$ cat config.mk
export PLATFORM = sky130hd
export DESIGN_NAME = tdm_frame_rx
export DESIGN_NICKNAME = d
export VERILOG_FILES = /design/src/rtl/tdm_rx_pkg.sv /design/src/rtl/tdm_rx_timing.sv /design/src/rtl/tdm_rx_deser.sv /design/src/rtl/tdm_rx_store.sv /design/src/rtl/tdm_frame_rx.sv
export SDC_FILE = /design/constraint.sdc
export NUM_CORES = 2
export LEC_CHECK = 0
export BUFFER_PORTS_ARGS = -buffer_cell sky130_fd_sc_hd__buf_2
export CAP_MARGIN = 20
export CORE_ASPECT_RATIO = 0.8
export CORE_MARGIN = 5
export CORE_UTILIZATION = 40
export DETAILED_ROUTE_END_ITERATION = 12
export GPL_TIMING_DRIVEN = 0
export RECOVER_POWER = 25
export SLEW_MARGIN = 20
export SYNTH_ARGS = -nofsm -noshare
export SYNTH_HDL_FRONTEND = slang
export SYNTH_SLANG_ARGS = --single-unit
$ cat constraint.sdc
create_clock -name clk -period 3.9 [get_ports clk]
set_input_delay 0.195 -clock clk [delete_from_list [all_inputs] [get_ports clk]]
set_output_delay 0.195 -clock clk [all_outputs]
set_load 0.02 [all_outputs]
$ cat src/rtl/tdm_rx_pkg.sv
package tdm_rx_pkg;
  localparam int unsigned DEF_STREAMS  = 8;
  localparam int unsigned DEF_CHANNELS = 32;
  localparam int unsigned DEF_BITS     = 8;
endpackage

$ cat src/rtl/tdm_rx_timing.sv
module tdm_rx_timing #(
  parameter int unsigned N_CH = tdm_rx_pkg::DEF_CHANNELS,
  parameter int unsigned BITS = tdm_rx_pkg::DEF_BITS
) (
  input  logic                    clk,
  input  logic                    rst,
  input  logic                    fsync_n,
  output logic [$clog2(N_CH)-1:0] chan,
  output logic [$clog2(BITS)-1:0] bit_pos,
  output logic                    sample_en,
  output logic                    last_bit,
  output logic                    frame_start
);
  localparam int unsigned BW    = $clog2(BITS);
  localparam int unsigned CW    = $clog2(N_CH);
  localparam int unsigned CYC_W = 1 + BW + CW;

  // cycle counter: [0] half of cell, [BW:1] bit in channel, upper bits channel
  logic [CYC_W-1:0] cyc;
  logic             sof_q;

  always_ff @(posedge clk) begin
    if (rst || !fsync_n) begin
      cyc   <= '0;
      sof_q <= 1'b1;
    end else begin
      cyc   <= cyc + 1'b1;
      sof_q <= &cyc;
    end
  end

  assign sample_en   = cyc[0];
  assign last_bit    = cyc[0] & (&cyc[BW:1]);
  assign bit_pos     = cyc[BW:1];
  assign chan        = cyc[CYC_W-1:BW+1];
  assign frame_start = sof_q;
endmodule

$ cat src/rtl/tdm_rx_deser.sv
module tdm_rx_deser #(
  parameter int unsigned N_STREAMS = tdm_rx_pkg::DEF_STREAMS,
  parameter int unsigned N_CH      = tdm_rx_pkg::DEF_CHANNELS,
  parameter int unsigned BITS      = tdm_rx_pkg::DEF_BITS
) (
  input  logic                                      clk,
  input  logic                                      rst,
  input  logic [N_STREAMS-1:0]                      ser_in,
  input  logic                                      sample_en,
  input  logic                                      last_bit,
  input  logic [$clog2(N_CH)-1:0]                   chan,
  output logic                                      wr_en,
  output logic [$clog2(N_STREAMS)+$clog2(N_CH)-1:0] wr_addr,
  output logic [BITS-1:0]                           wr_data
);
  localparam int unsigned SW = $clog2(N_STREAMS);
  localparam int unsigned CW = $clog2(N_CH);

  logic [BITS-1:0] lane_byte [N_STREAMS];
  logic [BITS-1:0] hold      [N_STREAMS];
  logic [CW-1:0]   hold_ch;
  logic [SW-1:0]   wcnt;
  logic            busy;

  // one shifter per stream; the completed byte includes the bit on the line now
  for (genvar g = 0; g < N_STREAMS; g++) begin : g_lane
    logic [BITS-2:0] sh;
    always_ff @(posedge clk) begin
      if (rst)            sh <= '0;
      else if (sample_en) sh <= {sh[BITS-3:0], ser_in[g]};
    end
    assign lane_byte[g] = {sh, ser_in[g]};
  end

  // capture all lanes at once, then drain them to the store one per cycle
  always_ff @(posedge clk) begin
    if (rst) begin
      busy    <= 1'b0;
      wcnt    <= '0;
      hold_ch <= '0;
      for (int s = 0; s < N_STREAMS; s++) hold[s] <= '0;
    end else if (last_bit) begin
      busy    <= 1'b1;
      wcnt    <= '0;
      hold_ch <= chan;
      for (int s = 0; s < N_STREAMS; s++) hold[s] <= lane_byte[s];
    end else if (busy) begin
      wcnt <= wcnt + 1'b1;
      if (wcnt == SW'(N_STREAMS - 1)) busy <= 1'b0;
    end
  end

  assign wr_en   = busy;
  assign wr_addr = {wcnt, hold_ch};
  assign wr_data = hold[wcnt];
endmodule

$ cat src/rtl/tdm_rx_store.sv
module tdm_rx_store #(
  parameter int unsigned AW = 8,
  parameter int unsigned DW = tdm_rx_pkg::DEF_BITS
) (
  input  logic          clk,
  input  logic          we,
  input  logic [AW-1:0] wa,
  input  logic [DW-1:0] wd,
  input  logic [AW-1:0] ra,
  output logic [DW-1:0] rd
);
  localparam int unsigned DEPTH = 1 << AW;

  logic [DW-1:0] mem [DEPTH];

  always_ff @(posedge clk) begin
    if (we) mem[wa] <= wd;
    rd <= mem[ra];
  end
endmodule

$ cat src/rtl/tdm_frame_rx.sv
module tdm_frame_rx #(
  parameter int unsigned N_STREAMS = tdm_rx_pkg::DEF_STREAMS,
  parameter int unsigned N_CH      = tdm_rx_pkg::DEF_CHANNELS,
  parameter int unsigned BITS      = tdm_rx_pkg::DEF_BITS
) (
  input  logic                                      clk,
  input  logic                                      rst,
  input  logic                                      fsync_n,
  input  logic [N_STREAMS-1:0]                      ser_in,
  input  logic [$clog2(N_STREAMS)+$clog2(N_CH)-1:0] rd_addr,
  output logic [BITS-1:0]                           rd_data,
  output logic [$clog2(N_CH)-1:0]                   chan_idx,
  output logic [$clog2(BITS)-1:0]                   bit_idx,
  output logic                                      frame_start
);
  localparam int unsigned BW = $clog2(BITS);
  localparam int unsigned AW = $clog2(N_STREAMS) + $clog2(N_CH);

  logic          sample_en, last_bit, wr_en;
  logic [BW-1:0] bit_pos;
  logic [AW-1:0] wr_addr;
  logic [BITS-1:0] wr_data;

  tdm_rx_timing #(.N_CH(N_CH), .BITS(BITS)) u_timing (
    .clk(clk), .rst(rst), .fsync_n(fsync_n), .chan(chan_idx), .bit_pos(bit_pos),
    .sample_en(sample_en), .last_bit(last_bit), .frame_start(frame_start)
  );

  tdm_rx_deser #(.N_STREAMS(N_STREAMS), .N_CH(N_CH), .BITS(BITS)) u_deser (
    .clk(clk), .rst(rst), .ser_in(ser_in), .sample_en(sample_en), .last_bit(last_bit),
    .chan(chan_idx), .wr_en(wr_en), .wr_addr(wr_addr), .wr_data(wr_data)
  );

  tdm_rx_store #(.AW(AW), .DW(BITS)) u_store (
    .clk(clk), .we(wr_en), .wa(wr_addr), .wd(wr_data), .ra(rd_addr), .rd(rd_data)
  );

  // MSB-first numbering on the outside
  assign bit_idx = BW'(BITS - 1) - bit_pos;
endmodule

[Word level (Yosys, flattened, before mapping)]
Memories as Yosys holds them, arrays and structs flattened. A register that Yosys moved wholly into a read port is not among the register bits.
Cells that the tools add are included.
Storage, ports and cells
  register bits: 75
  memory bits (writable): 2112
  bits of input ports: 19
  output and inout bits: 17
  logic and storage cells: 53
  memories: 2
Memory list
  u_store.mem: depth 256, width 8, rd ports 1, clocked after Yosys merged registers in 1, wr ports 1, line tdm_rx_store.sv:14  | logic [DW-1:0] mem [DEPTH];
  u_deser.hold: depth 8, width 8, rd ports 1, clocked after Yosys merged registers in 1, wr ports 8, line tdm_rx_deser.sv:20  | logic [BITS-1:0] hold [N_STREAMS];
Operators by class
  add/subtract/negate cells: 3
  equal/unequal tests: 1
  multiplexer cells: 20
  bitwise gates (word level): 9
  reduce and logical (&&, ||, !) cells: 5
Operator list (count)
  $mux W8: 8
  $mux W1: 10
  $add A9 B1 Y9 const B: 1
  $reduce_and A9 Y1: 1
  $or A1 B1 Y1: 8
  $mux W3: 2
  $add A3 B1 Y3 const B: 1
  $eq A3 B3 Y1 const B: 1
  $reduce_and A3 Y1: 1
  $sub A3 B3 Y3 const A: 1
  $reduce_or A2 Y1: 1
  $and A1 B1 Y1: 1
  $logic_not A1 Y1: 1
  $logic_or A1 B1 Y1: 1

[Longest topological paths before layout]
  word-level depth: 6
  depth in mapped cells: 11
  gate-level depth less buffers: 6

[Hierarchy]
Synthesis repeated with hierarchy kept, for this count alone.
Second synthesis, totals
  cells, all modules: 4162
  area, all modules: 85225.5 sq um
By module, submodules not included
  tdm_rx_store: times used 1, cells each 3733, area each 79556.3 sq um, sequential area each 61659.1 sq um
  tdm_rx_deser: times used 1, cells each 383, area each 5261.3 sq um, sequential area each 3283.1 sq um
  tdm_rx_timing: times used 1, cells each 43, area each 396.6 sq um, sequential area each 200.2 sq um
  tdm_frame_rx: times used 1, cells each 3, area each 11.3 sq um, sequential area each 0.0 sq um

[Worst setup path after synthesis]
Ideal clock, no wire load.
  path kind: register to register
  start: register (tool-made name)
  end: memory u_store.mem[0][0] (netlist bit) (data pin)
  setup time: 0.555 ns
  data arrival time: 3.081 ns
  required time: 3.345 ns
  setup slack: 0.264 ns
  cell stages (with the launch flop): 5
  clock period less this slack: 3.636 ns
  path through: dfxtp_1 -> clkbuf_1 -> buf_2 -> mux4_2 -> mux2_2
RTL lines (line)
  to (decl): tdm_rx_store.sv:14

[Final worst setup path]
  start: register u_deser.hold_ch[3]
  end: memory u_store.mem[59][6] (netlist bit), enable pin
RTL lines
  from (decl): line tdm_rx_deser.sv:21  | logic [CW-1:0] hold_ch;
  from (signal assigned): line tdm_rx_deser.sv:45  | hold_ch <= chan;
Straight into the memory's write port.

==> reports/results.md <==
| Item | This run |
| --- | --- |
| Die area | 0.2222 mm^2 |
| Number of levels in the clock H-tree | 4 |
| Register area share after synthesis | 76.53% |
| Post-layout net count | 4495 |
| Cell chain of the critical path | clkbuf_1, nor2b_1, clkbuf_1, nand4_1, clkbuf_2, nor2_1 |
| Unrepaired setup endpoints after global routing | yes |
| Worst setup slack after placement | -0.5530 ns |
| Combined flip-flop and latch cell area | 0.06514 mm^2 |
| Period utilization | 105.0% |
| Buf+Inv Stages, Crit Path | 3 |
| Util after Layout | 45.57% |
| Hold Path Class | input pin to flop |
| Number of buffers created by CTS | 207 |
| Maximum net fanout on the critical path | 11 |
| I/O Pins | 36 |
| Initial Utilization | 40.19% |
| Weighted congestion reported at the end of routability-driven placement | 1.001 |
| Crit path DAT | 4.55 ns |
| Number of unique standard cell types used by synthesis | 57 |
| Area growth from synthesis to layout | 13.38% |
| Filler Cell Count | 17.80k |
| Port Buffer Count | 29 |
| Worst path required time | 4.36 ns |
| Critical path type | flop to flop |
| Capturing point of the worst reg2reg path | u_store.mem[59][6] |
| Total Routing Usage GR | 24.05% |
| Number of setup violations in the final report | 390 |
| Share of final-layout standard cells stronger than drive strength 1 | 22.49% |
| Cell type contributing the most total cell area after synthesis | sky130_fd_sc_hd__edfxtp_1 |
| Outcome | complete, but fails checks |
| Length of routed met3 wiring | 38810 um |
| Kind of end point of the critical path | flop |
| Global-route wire length before repair | 368300 um |
| Die Y-Extent | 422.6 um |
| Slew margin rel. | -3.604% |
| Row Count | 151 |
| Worst hold path endpoint | u_deser.g_lane[3].sh[3] |
| Post-detailed-route count of antenna-violating nets | 0 |
| Number of instances in the placed design | 7078 |
| IR drop worst, VDD | 0.0004665 V |
| Wire length the detailed router placed on met1 | 111200 um |
| Congestion Overflow GR | 0 |
| TritonCTS clock tree | done |
| Post-Syn Instances | 4192 |
| Via-to-Cell Ratio | 6.168 |
| Cell depth of the worst min-delay path | 3 |
| DRT Wirelength | 272200 um |
| Top flip-flop cell by instance count after synthesis | sky130_fd_sc_hd__edfxtp_1 |
| Multi-input gate area | 0.01864 mm^2 |
| Main area contributors after synthesis | sky130_fd_sc_hd__edfxtp_1, sky130_fd_sc_hd__mux4_2, sky130_fd_sc_hd__mux2i_1, sky130_fd_sc_hd__dfxtp_1, sky130_fd_sc_hd__nor2_1 |
| R2R cell count | 6 |
| WL met2 | 111600 um |
| Final number of max-transition violations | 66 |
| Area fraction of the dominant cell type after synthesis | 74.51% |
| CTS root buffer | sky130_fd_sc_hd__clkbuf_16 |
| Launch instance of the worst min-delay path | rst |
| Timing-limited maximum frequency | 244.3 MHz |
| Number of enable-type register cells in the synthesized netlist | 2112 |
| Family with the most delay on the worst path | simple AND/OR/NAND/NOR gates |
| Routed len/inst | 36.35 um |
| Post-synth ARST share | 0% |
| CP peak stage delay | 0.87 ns |
| X dimension of the die | 525.8 um |
| Average size of a mapped cell | 20.31 um^2 |
| Most common cell on crit path | sky130_fd_sc_hd__clkbuf_1 |
| Worst slew pin tran | 1.554 ns |
| Overall power of the completed layout | 48.81 mW |
| Clock insertion delay at the later pin of the skew report | 0.87 ns |
| Synth Net Count | 4215 |
| Routed via count | 46.18k |
| Final setup margin | -0.1934 ns |
| Via count of the first global-routing pass | 43.66k |
| Layout Cells excl Fill | 7488 |
| Aggregate negative setup slack | -23.74 ns |
| Violations in the final reports | max-capacitance violations, max-slew violations, negative setup slack |
| Leakage power of the design | 29.95 nW |
| Largest net degree at the start of global routing | 125 |
| Clock slew at the register clock pins of the worst setup and hold paths | 0.06 ns |
| Origin of the critical flop-to-flop path | u_deser.hold_ch[3] |
| Reg2reg setup slack | -0.19 ns |
| Cell with the largest stage delay on the worst path | sky130_fd_sc_hd__nor2_1 |
| Clock sinks | 2198 |
| Remaining DRCs | 0 |
| Number of detailed-routing iterations run before antenna repair | 9 |
| Number of antenna violations at the first check in global routing | 22 |
| Worst Clk Skew | 0.03821 ns |
| Post-synthesis register bit count | 2198 |
| Dpl hpwl | 184000 um |
| Top Metal Used | met5 |
| Final Hold Violating Endpoints | 0 |
| Post-layout minimum cycle time | 4.093 ns |
| Max Buffers Root-to-Sink | 3 |
| Max-capacitance violation count | 1 |
| Total power per unit cell area | 505.7 mW/mm^2 |
| Initial detailed-routing violation count | 7668 |
| Count of warnings emitted by yosys | 0 |
| Placeable core region | 0.2118 mm^2 |
| Kind of launch point of the worst setup path | flop |
| Cell Area, Synth | 0.08512 mm^2 |
## how the worst max path moves through the flow
stage,from,to,slack (ns),cells after the start
final,u_deser.hold_ch[3],u_store.mem[59][6],-0.19,6
after CTS,u_deser.hold_ch[3],u_store.mem[171][3],0.03,6
after global routing,u_deser.wr_en,u_store.mem[56][1],-0.08,4
after floorplan,flop,u_store.mem[0][0],0.26,4
after global placement,flop,u_store.mem[254][2],-2.53,4
after detailed placement,rd_addr[5],u_store.rd[6],-0.55,8
## final cells by class
class                      instances  area share [%]
buffer                           268           1.600
clock buffer                     258           5.790
antenna                            8         0.02074
clock inverter                   129           1.237
sequential                      2198           67.49
multi-input combinational       1717           19.31
tap                             2830           3.669
timing repair buffer              71          0.8401
inverter                           9         0.03500
## synthesized netlist by cell type (all sizes together), types with 31 or more instances
cell type,n
edfxtp,2112
mux4,466
nor2,354
mux2i,192
a22oi,161
buf,143
clkbuf,125
a21oi,105
dfxtp,86
and2,54
nand2,50
nand3,36
nor2b,34
o221ai,31
## timing repair
| action | 4_1_cts | 5_1_grt |
|---|---|---|
| pin swaps | 0 | 1 |
| endpoints found under the hold margin | 25 | 0 |
| hold buffers | 9 | 0 |
| buffers inserted | 0 | 5 |
| endpoints found under the setup margin | 9 | 244 |
| gates resized for setup | 2 | 18 |
## report_power, final
part	switching [mW]	total, mW	internal [mW]
Clock	9.11	20.5	11.4
Combinational	1.77	2.55	0.772
Sequential	0.0188	25.8	25.8
## worst min-delay path, delay by kind of cell
| family | cells | cell delay [ns] |
|---|---|---|
| buffers and inverters | 2 | 0.58 |
| AND/OR/NAND/NOR | 1 | 0.14 |
## through the flow
stage / area (um^2) / hold slack, ns
after CTS: 96570 / 0.08487
after global routing: 96500 / 0.1421
after global placement: 88810 / 0.4524
final: 96520 / 0.1203
after detailed placement: 89690 / 0.4598
after floorplan: 85120 / 0.3422
## registers in the layout (all words and copies together), names as in the netlist, named ones only
register / flops
u_timing.cyc: 9
u_deser.wcnt: 3
u_store.rd: 8
u_store.mem: 2048
u_deser.hold_ch: 5
u_deser.g_lane.sh: 56
u_timing.frame_start: 1
u_deser.hold: 64
u_deser.wr_en: 1
## cell families (layout without fill, tap and decap cells)
family          Yosys count  in the layout  share of synthesized area (%)
simple gates            629            629                          3.425
fa+ha+maj                 4              4                        0.05880
flops                  2198           2198                          76.53
buf+inv                 277            735                          1.824
mux                     667            667                          14.71
other cells               0              8                              0
xor+xnor                  6              6                        0.06175
compound gates          411            411                          3.395
## metal layers
| metal | vias to the layer above | global-route usage, % |
|---|---|---|
| li1 | 17879 | - |
| met4 | 8 | 7.940 |
| met1 | 24539 | 34.90 |
| met5 | - | 0.3871 |
| met3 | 523 | 9.972 |
| met2 | 3234 | 32.70 |
## cell usage in the layout (no fill, tap or decap), types with 19 or more instances in the layout
cell / synthesis / final
sky130_fd_sc_hd__a21oi_1: 105 / 104
sky130_fd_sc_hd__nor2_2: 0 / 35
sky130_fd_sc_hd__edfxtp_1: 2112 / 2112
sky130_fd_sc_hd__nand3_1: 36 / 36
sky130_fd_sc_hd__buf_6: 31 / 31
sky130_fd_sc_hd__and2_0: 1 / 19
sky130_fd_sc_hd__nand2_1: 50 / 50
sky130_fd_sc_hd__buf_2: 65 / 77
sky130_fd_sc_hd__clkbuf_2: 0 / 20
sky130_fd_sc_hd__buf_4: 28 / 39
sky130_fd_sc_hd__dfxtp_1: 86 / 86
sky130_fd_sc_hd__a22oi_1: 161 / 161
sky130_fd_sc_hd__clkbuf_1: 125 / 165
sky130_fd_sc_hd__nor4_2: 6 / 19
sky130_fd_sc_hd__clkinv_2: 0 / 48
sky130_fd_sc_hd__nor2_1: 354 / 319
sky130_fd_sc_hd__nor2b_1: 34 / 34
sky130_fd_sc_hd__o221ai_1: 31 / 31
sky130_fd_sc_hd__nor3_1: 21 / 21
sky130_fd_sc_hd__clkbuf_16: 0 / 212
sky130_fd_sc_hd__clkinv_1: 0 / 41
sky130_fd_sc_hd__mux2i_1: 192 / 192
sky130_fd_sc_hd__mux4_2: 466 / 466
sky130_fd_sc_hd__and2_1: 53 / 35
Note: power is estimated with default switching activity, not from simulation.
